File: src/rtl/ebr_pkg.sv
// Shared types for the endian-correcting bus router.
package ebr_pkg;
    // Request size codes as driven on req_size.
    typedef enum logic [1:0] {
        SZ_BYTE = 2'b00,
        SZ_HALF = 2'b01,
        SZ_WORD = 2'b10,
        SZ_RSVD = 2'b11
    } acc_size_e;

    // Destination chosen by the address decoder.
    typedef enum logic [2:0] {
        TG_NONE   = 3'd0,
        TG_LOCAL  = 3'd1,
        TG_WINDOW = 3'd2,
        TG_TIMER  = 3'd3,
        TG_CONST  = 3'd4,
        TG_OUT    = 3'd5
    } target_e;
endpackage

File: src/rtl/ebr_addr_swizzle.sv
// Address endianness correction.
// Inverts the low address bits according to the access size, so that a
// big-endian requester reaches the correct lanes of a little-endian store.
// Assumes byte addressing. Word and reserved sizes pass unchanged.
module ebr_addr_swizzle
    import ebr_pkg::*;
#(
    parameter int ADDR_W = 32
) (
    input  acc_size_e           size,
    input  logic [ADDR_W-1:0]   addr_in,
    output logic [ADDR_W-1:0]   addr_out
);
    localparam logic [1:0] BYTE_FLIP = 2'b11;
    localparam logic [1:0] HALF_FLIP = 2'b10;

    // Pick the lane-flip mask for this size and apply it to the low bits.
    always_comb begin
        addr_out = addr_in;
        case (size)
            SZ_BYTE: addr_out[1:0] = addr_in[1:0] ^ BYTE_FLIP;
            SZ_HALF: addr_out[1:0] = addr_in[1:0] ^ HALF_FLIP;
            default: addr_out      = addr_in;
        endcase
    end
endmodule

File: src/rtl/ebr_region_decode.sv
// Address decoder.
// Maps a request to one destination. Anything below LOCAL_TOP goes to
// local RAM. Words from LOCAL_TOP to WIN_TOP go to the window, rebased to
// LOCAL_TOP. Words above WIN_TOP are I/O: writes go to the output port,
// reads go to the timer or the constant.
// Assumes LOCAL_TOP <= WIN_TOP < TIMER_ADDR.
module ebr_region_decode
    import ebr_pkg::*;
#(
    parameter int                 ADDR_W     = 32,
    parameter logic [ADDR_W-1:0]  LOCAL_TOP  = 32'h0000_FFFF,
    parameter logic [ADDR_W-1:0]  WIN_TOP    = 32'h0001_FFFF,
    parameter logic [ADDR_W-1:0]  TIMER_ADDR = 32'h8000_0100
) (
    input  acc_size_e           size,
    input  logic                is_write,
    input  logic [ADDR_W-1:0]   addr,
    output target_e             target,
    output logic [ADDR_W-1:0]   win_offset
);
    // Rebase window addresses so the window store starts at zero.
    always_comb win_offset = addr - LOCAL_TOP;

    // Choose the destination from the address region, the size and the direction.
    always_comb begin
        if (addr < LOCAL_TOP) begin
            target = (size == SZ_RSVD) ? TG_NONE : TG_LOCAL;
        end else if (size != SZ_WORD) begin
            target = TG_NONE;
        end else if (addr <= WIN_TOP) begin
            target = TG_WINDOW;
        end else if (is_write) begin
            target = TG_OUT;
        end else if (addr == TIMER_ADDR) begin
            target = TG_TIMER;
        end else begin
            target = TG_CONST;
        end
    end
endmodule

File: src/rtl/ebr_out_port.sv
// Output command register pair.
// A launch loads the data register and writes the command code. The
// consumer clears the command through a clear pulse. Busy is high while
// the command is non-zero. Assumes no launch while busy, since the top
// withholds ready in that state.
module ebr_out_port #(
    parameter int                DATA_W   = 32,
    parameter int                CMD_W    = 8,
    parameter logic [CMD_W-1:0]  OUT_CODE = 8'h01
) (
    input  logic                clk,
    input  logic                rst_n,
    input  logic                launch,
    input  logic [DATA_W-1:0]   launch_data,
    input  logic                clear,
    output logic [CMD_W-1:0]    cmd,
    output logic [DATA_W-1:0]   data,
    output logic                busy
);
    // Load on launch, drop the command when the consumer clears it.
    always_ff @(posedge clk) begin
        if (!rst_n) begin
            cmd  <= '0;
            data <= '0;
        end else if (launch) begin
            cmd  <= OUT_CODE;
            data <= launch_data;
        end else if (clear) begin
            cmd  <= '0;
        end
    end

    // Requester is held off while a command is pending.
    always_comb busy = |cmd;
endmodule

File: src/rtl/ebr_cycle_timer.sv
// Free-running cycle counter: zero in reset, plus one every clock after.
module ebr_cycle_timer #(
    parameter int CNT_W = 32
) (
    input  logic              clk,
    input  logic              rst_n,
    output logic [CNT_W-1:0]  count
);
    // Count every clock, wrapping at the top.
    always_ff @(posedge clk) begin
        if (!rst_n) count <= '0;
        else        count <= count + 1'b1;
    end
endmodule

File: src/rtl/endian_bus_router.sv
// Endian-correcting bus router (top).
// Accepts one request per cycle when ready and drives at most one memory
// strobe in the same cycle. It returns read data one cycle later. The memory
// ports must deliver read data one cycle after their strobe. Timer and
// constant reads are answered from internal state with the same latency.
module endian_bus_router
    import ebr_pkg::*;
#(
    parameter int                 ADDR_W       = 32,
    parameter int                 DATA_W       = 32,
    parameter int                 CMD_W        = 8,
    parameter logic [ADDR_W-1:0]  LOCAL_TOP    = 32'h0000_FFFF,
    parameter logic [ADDR_W-1:0]  WIN_TOP      = 32'h0001_FFFF,
    parameter logic [ADDR_W-1:0]  TIMER_ADDR   = 32'h8000_0100,
    parameter logic [DATA_W-1:0]  UNMAPPED_VAL = 32'h0000_0100,
    parameter logic [CMD_W-1:0]   OUT_CODE     = 8'h01
) (
    input  logic               clk,
    input  logic               rst_n,
    input  logic               req_valid,
    output logic               req_ready,
    input  logic               req_write,
    input  logic [1:0]         req_size,
    input  logic [ADDR_W-1:0]  req_addr,
    input  logic [DATA_W-1:0]  req_wdata,
    output logic               rsp_valid,
    output logic [DATA_W-1:0]  rsp_rdata,
    output logic               lram_en,
    output logic               lram_we,
    output logic [1:0]         lram_size,
    output logic [ADDR_W-1:0]  lram_addr,
    output logic [DATA_W-1:0]  lram_wdata,
    input  logic [DATA_W-1:0]  lram_rdata,
    output logic               win_en,
    output logic               win_we,
    output logic [ADDR_W-1:0]  win_addr,
    output logic [DATA_W-1:0]  win_wdata,
    input  logic [DATA_W-1:0]  win_rdata,
    output logic [CMD_W-1:0]   out_cmd,
    output logic [DATA_W-1:0]  out_data,
    input  logic               out_clear
);
    acc_size_e          size;
    target_e            target;
    target_e            sel_q;
    logic [ADDR_W-1:0]  swz_addr;
    logic [ADDR_W-1:0]  win_offset;
    logic [DATA_W-1:0]  tick;
    logic [DATA_W-1:0]  tick_q;
    logic               accept;
    logic               out_busy;
    logic               rsp_q;

    // Interpret the raw size code.
    always_comb size = acc_size_e'(req_size);

    ebr_addr_swizzle #(.ADDR_W(ADDR_W)) i_swizzle (
        .size     (size),
        .addr_in  (req_addr),
        .addr_out (swz_addr)
    );

    ebr_region_decode #(
        .ADDR_W     (ADDR_W),
        .LOCAL_TOP  (LOCAL_TOP),
        .WIN_TOP    (WIN_TOP),
        .TIMER_ADDR (TIMER_ADDR)
    ) i_decode (
        .size       (size),
        .is_write   (req_write),
        .addr       (req_addr),
        .target     (target),
        .win_offset (win_offset)
    );

    ebr_cycle_timer #(.CNT_W(DATA_W)) i_timer (
        .clk   (clk),
        .rst_n (rst_n),
        .count (tick)
    );

    ebr_out_port #(
        .DATA_W   (DATA_W),
        .CMD_W    (CMD_W),
        .OUT_CODE (OUT_CODE)
    ) i_out (
        .clk         (clk),
        .rst_n       (rst_n),
        .launch      (accept && target == TG_OUT),
        .launch_data (req_wdata),
        .clear       (out_clear),
        .cmd         (out_cmd),
        .data        (out_data),
        .busy        (out_busy)
    );

    // Handshake: a pending output command stalls the requester.
    always_comb begin
        req_ready = !out_busy;
        accept    = req_valid && req_ready;
    end

    // Local RAM port: strobed only for accepted local requests.
    always_comb begin
        lram_en    = accept && target == TG_LOCAL;
        lram_we    = req_write;
        lram_size  = req_size;
        lram_addr  = swz_addr;
        lram_wdata = req_wdata;
    end

    // Window port: strobed only for accepted window words.
    always_comb begin
        win_en    = accept && target == TG_WINDOW;
        win_we    = req_write;
        win_addr  = win_offset;
        win_wdata = req_wdata;
    end

    // Remember which source answers an accepted read, and snapshot the timer.
    always_ff @(posedge clk) begin
        if (!rst_n) begin
            rsp_q  <= 1'b0;
            sel_q  <= TG_NONE;
            tick_q <= '0;
        end else begin
            rsp_q <= accept && !req_write;
            if (accept && !req_write) sel_q <= target;
            if (accept && target == TG_TIMER) tick_q <= tick;
        end
    end

    // Steer the selected source onto the response.
    always_comb begin
        rsp_valid = rsp_q;
        case (sel_q)
            TG_LOCAL:  rsp_rdata = lram_rdata;
            TG_WINDOW: rsp_rdata = win_rdata;
            TG_TIMER:  rsp_rdata = tick_q;
            TG_CONST:  rsp_rdata = UNMAPPED_VAL;
            default:   rsp_rdata = '0;
        endcase
    end
endmodule

File: config.mk
export PLATFORM = sky130hd
export DESIGN_NAME = endian_bus_router
export DESIGN_NICKNAME = d
export VERILOG_FILES = /design/src/rtl/ebr_pkg.sv /design/src/rtl/ebr_addr_swizzle.sv /design/src/rtl/ebr_region_decode.sv /design/src/rtl/ebr_out_port.sv /design/src/rtl/ebr_cycle_timer.sv /design/src/rtl/endian_bus_router.sv
export SDC_FILE = /design/constraint.sdc
export NUM_CORES = 1
export LEC_CHECK = 0
export ABC_CLOCK_PERIOD_IN_PS = 3200
export BUFFER_PORTS_ARGS = -buffer_cell sky130_fd_sc_hd__buf_2
export CAP_MARGIN = 40
export CORE_AREA = 2 2 135 137
export DETAILED_ROUTE_END_ITERATION = 16
export DIE_AREA = 0 0 137 139
export GPL_TIMING_DRIVEN = 0
export PLACE_DENSITY = 0.75
export SYNTH_ARGS = -nofsm -noshare
export SYNTH_HDL_FRONTEND = slang
export SYNTH_HIERARCHICAL = 1
export SYNTH_SLANG_ARGS = --single-unit
File: constraint.sdc
create_clock -name clk -period 3.2 [get_ports clk]
set_input_delay 0.16 -clock clk [delete_from_list [all_inputs] [get_ports clk]]
set_output_delay 0.16 -clock clk [all_outputs]
set_load 0.05 [all_outputs]
# After elaboration in Yosys (flattened, before gate mapping)
# Index checks and enable logic that the tools add are counted.
# word_totals
regBits,101
out_inout_bits,208
# op_classes
addsub,2
magnitude_cmp,2
n_eq_ne,12
n_mux,10
bitwise,2
n_reduce_logical,10
# op_table
operator,n
$pmux 32 s4,1
$add 32x1->32 const B,1
$eq 32x32->1 const B,1
$le 32x17->1 const B,1
$lt 32x16->1 const B,1
$sub 32x16->32 const B,1
$mux 3,5
$eq 3x2->1 const B,4
$eq 3x1->1 const B,2
$eq 3x3->1 const B,2
$logic_and 1x1->1,6
$pmux 2 s2,1
$mux 1,3
$eq 2x1->1 const B,1
$eq 2x2->1 const B,1
$logic_not 1->1,2
$logic_not 2->1,1
$ne 2x2->1 const B,1
$not 2->2,1
$reduce_bool 2->1,1
$not 1->1,1

# Depth between registers and ports, before layout
# logic_depth
word_depth,9
mapped_depth,12
mapped_depth_nobuf,10

# Cells and area by module
# The synthesis kept the hierarchy.
# modules_own_cells
module,instances,cells_per_inst,area_per_inst_um2,seq_area_each_um2
endian_bus_router,1,342,2790.2,720.7
ebr_cycle_timer,1,168,1466.4,640.6
ebr_out_port,1,115,1341.3,660.6
ebr_region_decode,1,104,784.5,0.0
ebr_addr_swizzle,1,33,246.5,0.0

# Worst setup path before layout
# OpenSTA, ideal clock, no wires.
# synth_path
kind,in2out
start,input port req_addr[0]
end,output port lram_en
t_arrival_ns,3.030
slack_ns,0.010
cell_stages,8
n_path_buf,0
cell_sequence,inv_1 > ha_1 > nor4bb_1 > nand4_1 > nor2_1 > o211a_1 > a2bb2oi_1 > nor4bb_1
# synth_between
elab_chain_len,8
word_cells_on_any_way,10
classes_between,order compare (2); eq/ne (2); mux (5); reduce/logical (1)
# synth_lines
element,line,text
from (decl),endian_bus_router.sv:24,"input logic [ADDR_W-1:0] req_addr,"
"parallel branches: the longest is 5 deep, another holds $le 32x17->1",--,
$mux 3 (*),ebr_region_decode.sv:26,if (addr < LOCAL_TOP) begin
net target[0],endian_bus_router.sv:44,target_e target;
$eq 3x1->1 (*),endian_bus_router.sv:105,lram_en = accept && target == TG_LOCAL;
$logic_and 1x1->1 (*),endian_bus_router.sv:105,
to (decl),endian_bus_router.sv:28,"output logic lram_en,"
# Mark *: on every way through the listed nets, which the timed path passes.

# Worst setup path in the final report
# layout_path
start,input port req_addr[29]
end,output port win_en
# layout_between
elab_chain_len,8
word_cells_on_any_way,10
classes_between,order compare (2); eq/ne (2); mux (5); reduce/logical (1)
# layout_lines
element,line,text
"parallel branches: the longest is 5 deep, another holds $le 32x17->1",--,
$mux 3 (*),ebr_region_decode.sv:26,
net target[1],endian_bus_router.sv:44,
$eq 3x2->1 (*),endian_bus_router.sv:114,win_en = accept && target == TG_WINDOW;
$logic_and 1x1->1 (*),endian_bus_router.sv:114,
to (decl),endian_bus_router.sv:34,"output logic win_en,"
# Marks and branches as above.

==> impl_metrics.csv <==
group,metric,value,unit
synthesis,synth_cells,762,
floorplanning,dieWidth,137,um
timing,worst_slew_pin_slew,676.1,ps
grt,grt_pass1_vias,5992,
timing,final-setup-viol-count,0,
synthesis,seq_area_frac_synth,0.3050,
synthesis,yosys_most_used_dff,"dfxtp_1",
cts,clockBufferDepth,2,
worst_setup_path,worstPathRequired,3040,ps
worst_setup_path,cp-start-kind,"input pin",
grt,overflow,0,
finish,syn2layout_area_growth,34.45,%
synthesis,synth_cell_type_count,60,
cts,cts_resized,0,
placed_design,place_ws,292.4,ps
cts,ctsHoldBuffers,0,
floorplanning,ioPinCount,343,
detailed_routing,antenna_left,0,
cts,cts_num_sinks,101,
finish,diodes,0,
floorplanning,start_util,0.3754,
power_and_ir_drop,leakagePower,3.983,nW
detailed_routing,viasPerCell,4.892,
finish,nets,1251,
synthesis,synth_seq_cells,101,
finish,utilization,0.5047,
timing,final.setup.tns,0,ps
detailed_routing,drt-total-wl,20.89,mm
floorplanning,die-area,19040,sq um
synthesis,synth-edff-count,0,
placed_design,place_area,8610,sq um
synthesis,ys_warn_count,6,
cts,ctsRootBufferMaster,"clkbuf_16",
cts,htree_levels,3,
grt,grt_max_degree,21,
worst_setup_path,cp_slowest_stage_delay,650,ps
cts,cts_made_buffers,9,
detailed_routing,vias,6590,
synthesis,netlist_area,6629,sq um
detailed_routing,drc,0,
floorplanning,core-area,17660,sq um
finish,final_cell_area,8912,sq um
cts,clk_transition_reported_paths,70,ps
timing,whs,103.9,ps
worst_setup_path,worstPathArrival,2450,ps
timing,slew_viol_final,0,
timing,max_slew_margin,0.5431,
detailed_routing,initialDrtViolationCount,328,
timing,period_needed,2608,ps
placed_design,port_buffers,334,
synthesis,synthArstFlopShare,0,
floorplanning,rows,49,
worst_setup_path,crit_fanout,5,
cts,clock_latency,350,ps
detailed_routing,wl_per_cell,15.51,um
cts,post-cts-setup-buffer-count,0,
placed_design,gp_congestion,0.9216,
worst_hold_path,hp-class,"input pin to register",
worst_setup_path,critPathCaptureType,"primary output",
synthesis,synth_area_per_cell,8.699,sq um
worst_setup_path,crit_type,"input pin to primary output",
outcome,outcome,"finished, final reports clean",
worst_setup_path,critPathBufInv,2,
timing,post-route-period-util,0.8151,
grt,track_usage,0.2079,
timing,hold_viol,0,
grt,grt_pass1_wl,31.36,mm
worst_setup_path,critical_path.slowest_cell,"nor4bb_1",
worst_setup_path,crit_chain,"buf_2 -> nor4_1 -> nand4_2 -> o31ai_2 -> nor4bb_1 -> nand2_1 -> nor3_1 -> buf_2",
grt,antenna_found_initial,0,
finish,drive_gt1_frac,0.4705,
timing,rsz0062_at_grt,"no",
worst_setup_path,crit_family,"simple AND/OR/NAND/NOR gates",
timing,max_freq,0.3834,GHz
timing,final.setup.worst_slack,591.5,ps
finish,fill_cells,1746,
placed_design,dp.final_hpwl,16.74,mm
flow_run,drv_cap,0,
cts,cts_tree,"done",
floorplanning,die_h,139,um
power_and_ir_drop,ir_drop,243.6,uV
timing,fin_worst_skew,6.242,ps
detailed_routing,first_pass_iters,5,
power_and_ir_drop,p_per_area,364.9,nW/um^2
worst_setup_path,cpMostUsedCell,"buf_2",
[cells in the mapped netlist (all sizes together) (14+ instances only)]
cell type / instances / area share
buf: 130 / 0.15
dfxtp: 101 / 0.31
xnor2: 22 / 0.029
a21oi: 20 / 0.015
xor2: 19 / 0.025
mux2i: 70 / 0.11
a22oi: 32 / 0.036
nand2: 88 / 0.050
mux2: 32 / 0.054
nor2b: 38 / 0.036
nand3: 14 / 0.014
nor2: 51 / 0.029
clkbuf: 21 / 0.012
[worst paths after layout]
| kind | from | end | slack (ps) | cells past startpoint |
|---|---|---|---|---|
| worst max register to register | i_timer/count[0] | i_timer/count[28] | 910 | 6 |
| worst max-delay path | req_addr[29] | win_en | 590 | 8 |
| worst min register to register | tick_q[27] | tick_q[27] | 460 | 2 |
| worst min-delay path | req_wdata[5] | i_out/data[5] | 100 | 3 |
[per-stage QoR]
| stage | std cells | power (mW) |
|---|---|---|
| 6_report | 1347 | 3.252 |
| 5_1_grt | 1347 | 3.385 |
| 4_1_cts | 1347 | 3.293 |
| 3_5_place_dp | 1331 | 2.182 |
| 3_3_place_gp | 1331 | 2.178 |
| 2_1_floorplan | 768 | 1.924 |
[tightest hold or removal path, stage by stage]
cell and delay (ps):
buf_2 100, mux2i_1 60, nor2b_1 90
[flip-flops by register name, summed over array words and instances, names as in the netlist]
signal and cells:
i_out/cmd 1, rsp_valid 1, i_timer/count 32, tick_q 32, i_out/data 32, sel_q 3
[routing by layer]
metal,GRT usage,vias to the layer above,part of all wire
li1,-,3228,-
met1,0.2460,3070,0.39
met2,0.3689,254,0.51
met3,0.04094,38,0.067
met4,0.07271,0,0.030
met5,0,-,0
[cell families (layout without fill, tap and decap cells)]
group | after synthesis | after routing | synth area share
multiplexers | 102 | 102 | 0.1601
AND/OR/NAND/NOR | 270 | 270 | 0.2233
AO/OA/AOI/OAI | 84 | 84 | 0.08532
flip-flops | 101 | 101 | 0.3050
other | 1 | 7 | 0.0005657
adder cells (fa/ha/maj) | 3 | 3 | 0.005663
buffers and inverters | 160 | 510 | 0.1659
XOR/XNOR | 41 | 41 | 0.05417
[cells in the final DEF (no fill, tap or decap), types with 5 or more instances in the layout]
master,instances
a21oi_1,20
a22oi_1,32
and3_1,5
buf_2,349
buf_4,107
clkbuf_1,21
clkbuf_16,9
conb_1,7
dfxtp_1,101
inv_1,8
mux2_2,32
mux2i_1,70
nand2_1,88
nand3_1,11
nand4_1,8
nor2_1,51
nor2b_1,37
nor3_1,7
nor4_1,6
o21ai_0,10
o31ai_1,11
or3_1,7
or4_1,13
xnor2_1,22
xor2_1,19
[power breakdown]
group          total, mW  switching, mW  internal, mW
Combinational      0.881          0.607         0.274
Clock               1.10          0.544         0.557
Sequential          1.27        0.00644          1.26
Total               3.25           1.16          2.10
[cell type report]
| class | count | area (sq um) | area share |
|---|---|---|---|
| Clock buffer | 9 | 225.2 | 0.02527 |
| Multi-Input combinational cell | 507 | 3530 | 0.3960 |
| Inverter | 9 | 33.78 | 0.003791 |
| Timing Repair Buffer | 334 | 1672 | 0.1876 |
| Tap cell | 229 | 286.5 | 0.03215 |
| Sequential cell | 101 | 2022 | 0.2269 |
| Buffer | 151 | 1066 | 0.1196 |
| Clock inverter | 7 | 77.57 | 0.008704 |
(Power assumes the default switching activity.)
